[config.mk]
export PLATFORM = sky130hd
export DESIGN_NAME = bcd_rtc_regfile
export DESIGN_NICKNAME = d
export VERILOG_FILES = /design/src/rtl/rtc_pkg.sv /design/src/rtl/rtc_tick_phase.sv /design/src/rtl/rtc_time_core.sv /design/src/rtl/rtc_reg_port.sv /design/src/rtl/bcd_rtc_regfile.sv
export SDC_FILE = /design/constraint.sdc
export NUM_CORES = 1
export LEC_CHECK = 0
export BUFFER_PORTS_ARGS = -buffer_cell sky130_fd_sc_hd__buf_2
export CAP_MARGIN = 20
export CELL_PAD_IN_SITES_DETAIL_PLACEMENT = 1
export CELL_PAD_IN_SITES_GLOBAL_PLACEMENT = 1
export CORE_MARGIN = 4
export CORE_UTILIZATION = 44
export DETAILED_ROUTE_END_ITERATION = 8
export GPL_ROUTABILITY_DRIVEN = 0
export PLACE_DENSITY_LB_ADDON = 0.12
export SETUP_SLACK_MARGIN = 0.4
export SLEW_MARGIN = 5
export SYNTH_ARGS = -nofsm -noshare
export SYNTH_HDL_FRONTEND = slang
export SYNTH_SLANG_ARGS = --single-unit
[constraint.sdc]
create_clock -name clk_i -period 3.2 [get_ports clk_i]
set_clock_uncertainty 0.15 [all_clocks]
set_input_delay 0.64 -clock clk_i [delete_from_list [all_inputs] [get_ports clk_i]]
set_output_delay 0.64 -clock clk_i [all_outputs]
set_load 0.02 [all_outputs]
[src/rtl/rtc_pkg.sv]
package rtc_pkg;
  localparam int ADDR_W   = 4;
  localparam int DATA_W   = 8;
  localparam int NUM_TIME = 7;

  localparam logic [ADDR_W-1:0] A_SEC  = 4'h0;
  localparam logic [ADDR_W-1:0] A_MIN  = 4'h1;
  localparam logic [ADDR_W-1:0] A_HOUR = 4'h2;
  localparam logic [ADDR_W-1:0] A_WDAY = 4'h3;
  localparam logic [ADDR_W-1:0] A_DATE = 4'h4;
  localparam logic [ADDR_W-1:0] A_MON  = 4'h5;
  localparam logic [ADDR_W-1:0] A_YEAR = 4'h6;
  localparam logic [ADDR_W-1:0] A_CTRL = 4'hE;
  localparam logic [ADDR_W-1:0] A_STAT = 4'hF;

  typedef struct packed {
    logic [DATA_W-1:0] sec;
    logic [DATA_W-1:0] min;
    logic [DATA_W-1:0] hour;
    logic [DATA_W-1:0] wday;
    logic [DATA_W-1:0] date;
    logic [DATA_W-1:0] mon;
    logic [DATA_W-1:0] year;
  } rtc_time_t;

  localparam rtc_time_t TIME_RST = '{sec: 8'h00, min: 8'h00, hour: 8'h00,
                                     wday: 8'h01, date: 8'h01, mon: 8'h01,
                                     year: 8'h00};

  function automatic logic [7:0] bcd_inc(input logic [7:0] b);
    if (b[3:0] == 4'h9) return {b[7:4] + 4'h1, 4'h0};
    return {b[7:4], b[3:0] + 4'h1};
  endfunction

  // BCD year divisible by 4: even tens with ones 0/4/8, odd tens with ones 2/6
  function automatic logic is_leap(input logic [7:0] y);
    if (!y[4]) return (y[3:0] == 4'h0) || (y[3:0] == 4'h4) || (y[3:0] == 4'h8);
    return (y[3:0] == 4'h2) || (y[3:0] == 4'h6);
  endfunction

  function automatic logic [7:0] last_date(input logic [4:0] m, input logic [7:0] y);
    case (m)
      5'h02:                      return is_leap(y) ? 8'h29 : 8'h28;
      5'h04, 5'h06, 5'h09, 5'h11: return 8'h30;
      default:                    return 8'h31;
    endcase
  endfunction
endpackage

[src/rtl/rtc_tick_phase.sv]
module rtc_tick_phase #(
  parameter int TICK_DIV = 1
) (
  input  logic clk_i,
  input  logic rst_ni,
  input  logic tick_i,
  input  logic run_i,
  input  logic hold_i,
  input  logic clr_i,
  output logic adv_o
);
  localparam int PW = (TICK_DIV > 1) ? $clog2(TICK_DIV) : 1;
  localparam logic [PW-1:0] LAST = PW'(TICK_DIV - 1);

  logic [PW-1:0] phase_q;
  logic          cnt_en;

  assign cnt_en = tick_i & run_i & ~hold_i & ~clr_i;
  assign adv_o  = cnt_en & (phase_q == LAST);

  always_ff @(posedge clk_i or negedge rst_ni) begin
    if (!rst_ni)         phase_q <= '0;
    else if (clr_i)      phase_q <= '0;
    else if (cnt_en)     phase_q <= (phase_q == LAST) ? '0 : phase_q + 1'b1;
  end

  p_phase_bound_r6: assert property (@(posedge clk_i) disable iff (!rst_ni)
    phase_q <= LAST);
  p_phase_clear_r6: assert property (@(posedge clk_i) disable iff (!rst_ni)
    clr_i |=> phase_q == '0);
endmodule

[src/rtl/rtc_time_core.sv]
module rtc_time_core
  import rtc_pkg::*;
(
  input  logic              clk_i,
  input  logic              rst_ni,
  input  logic              adv_i,
  input  logic              wr_i,
  input  logic [ADDR_W-1:0] waddr_i,
  input  logic [DATA_W-1:0] wdata_i,
  output rtc_time_t         time_o
);
  rtc_time_t time_q, nxt;
  logic      wr_time;

  assign wr_time = wr_i && (waddr_i < ADDR_W'(NUM_TIME));
  assign time_o  = time_q;

  // one-second carry chain
  always_comb begin
    logic       c_min, c_hr, c_day, c_mon, c_yr, pm;
    logic [7:0] h8, ld;
    logic [2:0] wd;
    nxt   = time_q;
    c_min = 1'b0; c_hr = 1'b0; c_day = 1'b0; c_mon = 1'b0; c_yr = 1'b0;
    pm    = time_q.hour[5];
    h8    = 8'h00;
    wd    = time_q.wday[2:0];
    ld    = last_date(time_q.mon[4:0], time_q.year);

    if (time_q.sec == 8'h59) begin nxt.sec = 8'h00; c_min = 1'b1; end
    else nxt.sec = bcd_inc(time_q.sec);

    if (c_min) begin
      if (time_q.min == 8'h59) begin nxt.min = 8'h00; c_hr = 1'b1; end
      else nxt.min = bcd_inc(time_q.min);
    end

    if (c_hr) begin
      if (time_q.hour[6]) begin
        h8 = bcd_inc({3'b000, time_q.hour[4:0]});
        if (time_q.hour[4:0] == 5'h11) begin
          nxt.hour = {2'b01, ~pm, 5'h12};
          c_day    = pm;
        end else if (time_q.hour[4:0] == 5'h12) nxt.hour = {2'b01, pm, 5'h01};
        else nxt.hour = {2'b01, pm, h8[4:0]};
      end else begin
        h8 = bcd_inc({2'b00, time_q.hour[5:0]});
        if (time_q.hour[5:0] == 6'h23) begin nxt.hour = 8'h00; c_day = 1'b1; end
        else nxt.hour = {2'b00, h8[5:0]};
      end
    end

    if (c_day) begin
      nxt.wday = (wd == 3'd7) ? 8'h01 : {5'b0, wd + 3'd1};
      if (time_q.date >= ld) begin nxt.date = 8'h01; c_mon = 1'b1; end
      else nxt.date = bcd_inc(time_q.date);
    end

    if (c_mon) begin
      h8 = bcd_inc({3'b000, time_q.mon[4:0]});
      if (time_q.mon[4:0] == 5'h12) begin
        nxt.mon = {time_q.mon[7], 2'b00, 5'h01};
        c_yr    = 1'b1;
      end else nxt.mon = {time_q.mon[7], 2'b00, h8[4:0]};
    end

    if (c_yr) begin
      if (time_q.year == 8'h99) begin
        nxt.year   = 8'h00;
        nxt.mon[7] = ~time_q.mon[7];
      end else nxt.year = bcd_inc(time_q.year);
    end
  end

  always_ff @(posedge clk_i or negedge rst_ni) begin
    if (!rst_ni) time_q <= TIME_RST;
    else if (wr_time) begin
      case (waddr_i)
        A_SEC:   time_q.sec  <= {1'b0, wdata_i[6:0]};
        A_MIN:   time_q.min  <= {1'b0, wdata_i[6:0]};
        A_HOUR:  time_q.hour <= {1'b0, wdata_i[6:0]};
        A_WDAY:  time_q.wday <= {5'b0, wdata_i[2:0]};
        A_DATE:  time_q.date <= {2'b0, wdata_i[5:0]};
        A_MON:   time_q.mon  <= {wdata_i[7], 2'b0, wdata_i[4:0]};
        default: time_q.year <= wdata_i;
      endcase
    end else if (adv_i) time_q <= nxt;
  end

  p_sec_range_r7: assert property (@(posedge clk_i) disable iff (!rst_ni)
    time_q.sec <= 8'h59);
  p_sec_wrap_r7: assert property (@(posedge clk_i) disable iff (!rst_ni)
    (adv_i && !wr_time && time_q.sec == 8'h59) |=> time_q.sec == 8'h00);
  p_hour24_range_r8: assert property (@(posedge clk_i) disable iff (!rst_ni)
    !time_q.hour[6] |-> time_q.hour[5:0] <= 6'h23);
  p_pm_flip_r9: assert property (@(posedge clk_i) disable iff (!rst_ni)
    (adv_i && !wr_time && time_q.hour[6] && time_q.hour[4:0] == 5'h11 &&
     time_q.min == 8'h59 && time_q.sec == 8'h59)
    |=> time_q.hour[5] != $past(time_q.hour[5]));
  p_wday_nonzero_r12: assert property (@(posedge clk_i) disable iff (!rst_ni)
    (adv_i && !wr_time) |=> time_q.wday != 8'h00);
endmodule

[src/rtl/rtc_reg_port.sv]
module rtc_reg_port
  import rtc_pkg::*;
(
  input  logic              clk_i,
  input  logic              rst_ni,
  input  logic              load_i,
  input  logic [ADDR_W-1:0] addr_i,
  input  logic              rd_i,
  input  logic              wr_i,
  input  logic              stop_bit_i,
  input  rtc_time_t         live_i,
  output logic              wr_en_o,
  output logic [ADDR_W-1:0] ptr_o,
  output logic              stop_o,
  output logic [DATA_W-1:0] rdata_o
);
  logic [ADDR_W-1:0] ptr_q;
  rtc_time_t         snap_q;
  logic              stop_q, osf_q, acc;

  assign acc     = (rd_i | wr_i) & ~load_i;
  assign wr_en_o = wr_i & ~load_i;
  assign ptr_o   = ptr_q;
  assign stop_o  = stop_q;

  always_ff @(posedge clk_i or negedge rst_ni) begin
    if (!rst_ni) begin
      ptr_q  <= '0;
      snap_q <= TIME_RST;
    end else if (load_i) begin
      ptr_q  <= addr_i;
      snap_q <= live_i;
    end else if (acc) ptr_q <= ptr_q + 1'b1;
  end

  always_ff @(posedge clk_i or negedge rst_ni) begin
    if (!rst_ni) begin
      stop_q <= 1'b1;
      osf_q  <= 1'b1;
    end else begin
      if (wr_en_o && ptr_q == A_CTRL) stop_q <= stop_bit_i;
      // fault stays until a seconds write lands with the oscillator running
      if (stop_q) osf_q <= 1'b1;
      else if (wr_en_o && ptr_q == A_SEC) osf_q <= 1'b0;
    end
  end

  always_comb begin
    case (ptr_q)
      A_SEC:   rdata_o = snap_q.sec;
      A_MIN:   rdata_o = snap_q.min;
      A_HOUR:  rdata_o = snap_q.hour;
      A_WDAY:  rdata_o = snap_q.wday;
      A_DATE:  rdata_o = snap_q.date;
      A_MON:   rdata_o = snap_q.mon;
      A_YEAR:  rdata_o = snap_q.year;
      A_CTRL:  rdata_o = {stop_q, 7'b0};
      A_STAT:  rdata_o = {osf_q, 7'b0};
      default: rdata_o = '0;
    endcase
  end

  p_ptr_step_r2: assert property (@(posedge clk_i) disable iff (!rst_ni)
    acc |=> ptr_q == $past(ptr_q) + 4'd1);
  p_snap_hold_r3: assert property (@(posedge clk_i) disable iff (!rst_ni)
    !load_i |=> $stable(snap_q));
  p_osf_set_r5: assert property (@(posedge clk_i) disable iff (!rst_ni)
    stop_q |=> osf_q);
  p_osf_clear_r5: assert property (@(posedge clk_i) disable iff (!rst_ni)
    $fell(osf_q) |-> $past(wr_en_o && ptr_q == A_SEC && !stop_q));
endmodule

[src/rtl/bcd_rtc_regfile.sv]
module bcd_rtc_regfile
  import rtc_pkg::*;
#(
  parameter int TICK_DIV = 1
) (
  input  logic       clk_i,
  input  logic       rst_ni,
  input  logic       tick_i,
  input  logic       ptr_load_i,
  input  logic [3:0] addr_i,
  input  logic       rd_i,
  input  logic       wr_i,
  input  logic [7:0] wdata_i,
  output logic [7:0] rdata_o
);
  rtc_time_t         time_w;
  logic              wr_en_w, stop_w, adv_w, hold_w, clr_w;
  logic [ADDR_W-1:0] ptr_w;

  assign hold_w = wr_en_w && (ptr_w < ADDR_W'(NUM_TIME));
  assign clr_w  = wr_en_w && (ptr_w == A_SEC);

  rtc_reg_port u_port (
    .clk_i, .rst_ni,
    .load_i     (ptr_load_i),
    .addr_i,
    .rd_i,
    .wr_i,
    .stop_bit_i (wdata_i[7]),
    .live_i     (time_w),
    .wr_en_o    (wr_en_w),
    .ptr_o      (ptr_w),
    .stop_o     (stop_w),
    .rdata_o
  );

  rtc_tick_phase #(.TICK_DIV(TICK_DIV)) u_phase (
    .clk_i, .rst_ni,
    .tick_i,
    .run_i  (~stop_w),
    .hold_i (hold_w),
    .clr_i  (clr_w),
    .adv_o  (adv_w)
  );

  rtc_time_core u_core (
    .clk_i, .rst_ni,
    .adv_i   (adv_w),
    .wr_i    (wr_en_w),
    .waddr_i (ptr_w),
    .wdata_i,
    .time_o  (time_w)
  );

  p_frozen_r4: assert property (@(posedge clk_i) disable iff (!rst_ni)
    (stop_w && !hold_w) |=> $stable(time_w));
endmodule

==> results_dict.tcl <==
set metrics [dict create \
    outcome "finished, final reports clean" \
    fin_ws_ps 151 \
    maxSlewHeadroom_pct 52.8 \
    track_usage_pct 24.4 \
    grt-ovfl-total 0 \
    final_nets 644 \
    place_hpwl_um 12500 \
    wl_um 17200 \
    avgRoutedWirePerCell_um 22.1 \
    critPathArrivalTime_ps 3190 \
    drc 0 \
    final_antenna_net_count 0 \
    cp_slowest_cell "or4b_4" \
    dieWidth_um 122 \
    syn_area_sq_um 5700 \
    grt_pass1_vias 4859 \
    ys_seq_elements 102 \
    synth_largest_area_cell "dfrtp_1" \
    synthTopCellsByArea "dfrtp_1, mux2_2, ha_1, o21ai_0, dfstp_2" \
    power.leakage_nw 2.93 \
    pwr-share-comb_pct 30.4 \
    viasPerCell 6.01 \
    grt_first_pass_wirelength_um 27200 \
    syn_avg_cell_area_sq_um 10.1 \
    netlist-cell-type-count 59 \
    clockPowerShare_pct 24.2 \
    yosysSeqAreaShare_pct 44.9 \
    cellPowerDensity_nw_per_um2 694 \
    yosysMostFrequentCell "dfrtp_1" \
    cp-end-kind "flip-flop" \
    dp.cells 757 \
    whs_ps 346 \
    total_power_mw 4.57 \
    dr.pass1.iters 4 \
    setup_violations 0 \
    hold_violations 0 \
    pre_cts_ws_ps 142 \
    cap_violations 0 \
    grt_max_degree 86 \
    synth_edf_count 0 \
    path_delay_family "simple AND/OR/NAND/NOR gates" \
    fmax_mhz 328 \
    switchingPower_mw 1.60 \
    io_buffers 25 \
    cts_buffers 9 \
    fill_cells 1433 \
    num_antenna_cells 0 \
    stdcell_count 780 \
    seq_power_share_pct 45.4 \
    synth_top_flop_cell "dfrtp_1" \
    rows 41 \
    tightestPinTransition_ps 704 \
    hp-class "input port to flip-flop" \
    worstPathCellList "nand2_2 > nor2_2 > o21bai_1 > a21oi_1 > nor4_1 > a31oi_1 > ha_1 > or4b_4 > nand4_1 > nand4_1 > or2_4 > o211ai_1 > a21boi_2" \
    syn_to_final_growth_pct 15.4 \
    crit_buf_inv 0 \
    syn-num-nets 607 \
    die_area_sq_um 14800 \
    layout-drive-gt1-share_pct 27.6 \
    antenna_found_initial 0 \
    critPathMaxFanout 4 \
    p_int_mw 2.97 \
    clk_latency_ps 360 \
    synthTopCellsByCount "dfrtp_1, mux2_2, o21ai_0, nand2_1, nor2_1" \
    initial_utilization_pct 45.0 \
    cp-start-kind "flip-flop" \
    clock-sinks 102 \
    max_stage_delay_ps 470 \
    switching_share_pct 34.9 \
    period_needed_ps 3050 \
    cts_tree "built" \
    irDropWorstVdd_mv 0.381 \
    yosys.area.top_type_share_pct 41.2 \
    die_h_um 122 \
    drt_iter0_markers 352 \
    cts_htree_levels 3 \
    final.setup.tns_ps 0 \
    rsz0062_at_grt "yes" \
    boundaryPins 26 \
    routed-via-count 4684 \
    clk_pin_slew_ps 70 \
    yosys_warnings 0 \
    critPathRequiredTime_ps 3340 \
    syn_inst 566 \
    path_common_cell "nand4_1" \
    final_max_slew_viol_count 0 \
    cts_buffer_depth 2 \
    synthArstFlopShare_pct 100 \
    core_area_sq_um 12700 \
    cts_root_buf "clkbuf_16" \
    period_share_pct 95.3 \
    crit_type "flip-flop to flip-flop" \
]
-- layout make-up --
cell class	count	area [sq um]	area share [%]
sequential	102	2560	39.0
clock buffer	14	254	3.86
timing repair buffer	55	368	5.59
multi-input combinational	419	3090	46.9
tap	172	215	3.27
clock inverter	2	35.0	0.532
inverter	16	60.1	0.912
-- sequential cells by signal, summed over array words and instances, names as in the netlist --
signal	cells
u_port.snap_q	48
u_port.osf_q	1
u_port.stop_o	1
u_core.time_o	48
u_port.ptr_o	4
-- timing repair --
action | CTS | global route
endpoints found under the setup margin | 30 | 31
gates resized for setup | 9 | 22
pin swaps | 10 | 17
setup buffers | 4 | 2
hold endpoints to repair | 8 | 0
hold buffers | 1 | 0
-- power groups by stage --
stage                     Sequential [mW]  Combinational (mW)  Clock, mW
final                                2.07                1.39       1.11
after floorplan                      1.92               0.976          0
after global routing                 2.13                1.55       1.20
after detailed placement             2.08                1.30          0
after CTS                            2.06                1.36       1.13
after global placement               2.06                1.24          0
-- kinds of logic (layout without fill, tap and decap cells) --
kind of cell | after synthesis | count (layout) | synth area share (%)
adder cells (fa/ha/maj) | 23 | 23 | 5.05
flip-flops | 102 | 102 | 44.9
AND/OR/NAND/NOR | 175 | 175 | 16.2
AO/OA/AOI/OAI | 153 | 153 | 17.6
buffers and inverters | 45 | 87 | 3.07
XOR/XNOR | 5 | 5 | 0.768
multiplexers | 63 | 63 | 12.4
-- stage by stage --
stage	utilization, %	area (sq um)
2_1_floorplan	-	5750
3_3_place_gp	48.5	6140
3_5_place_dp	48.5	6140
4_1_cts	51.2	6490
5_1_grt	52.0	6580
6_report	52.0	6580
-- metal layers --
metal	global-route usage, %	share of wire (%)	up-vias
met5	0	0	-
met4	6.51	1.6	0
met3	4.41	4.5	22
met2	39.4	48	92
met1	34.0	46	2425
li1	-	-	2145
-- worst register-to-register path, delay by kind of cell, from the launching register on --
kind	cells	cell delay, ps
fa+ha+maj	1	280
compound gates	5	620
flops	1	420
simple gates	7	1500
-- cells in the final DEF, fill, tap and decap left out, types with 15 or more instances in the layout --
cell,instances
nor2_1,31
ha_1,22
a22oi_1,15
buf_2,24
buf_4,29
nand3_1,23
mux2_2,56
nand2_1,46
a21oi_1,21
dfrtp_1,92
o21ai_0,44
inv_1,16
-- path summary, 6_finish.rpt --
check / slack [ps] / to / from / cells past startpoint
setup reg to reg: 150 / u_core.time_o[17]$_DFFE_PN0P_ / u_core.time_o[1]$_DFFE_PN0P_ / 13
hold / removal: 350 / u_port.ptr_o[1]$_DFFE_PN0P_ / addr_i[1] / 3
min in group asynchronous: 540 / u_port.snap_q[10]$_DFFE_PN0P_ / rst_ni / 2
setup / recovery: 150 / u_core.time_o[17]$_DFFE_PN0P_ / u_core.time_o[1]$_DFFE_PN0P_ / 13
max in group asynchronous: 1610 / u_core.time_o[24]$_DFFE_PN1P_ / rst_ni / 3
hold reg to reg: 360 / u_port.snap_q[41]$_DFFE_PN0P_ / u_port.snap_q[41]$_DFFE_PN0P_ / 1
Note: power is estimated with default switching activity, not from simulation.
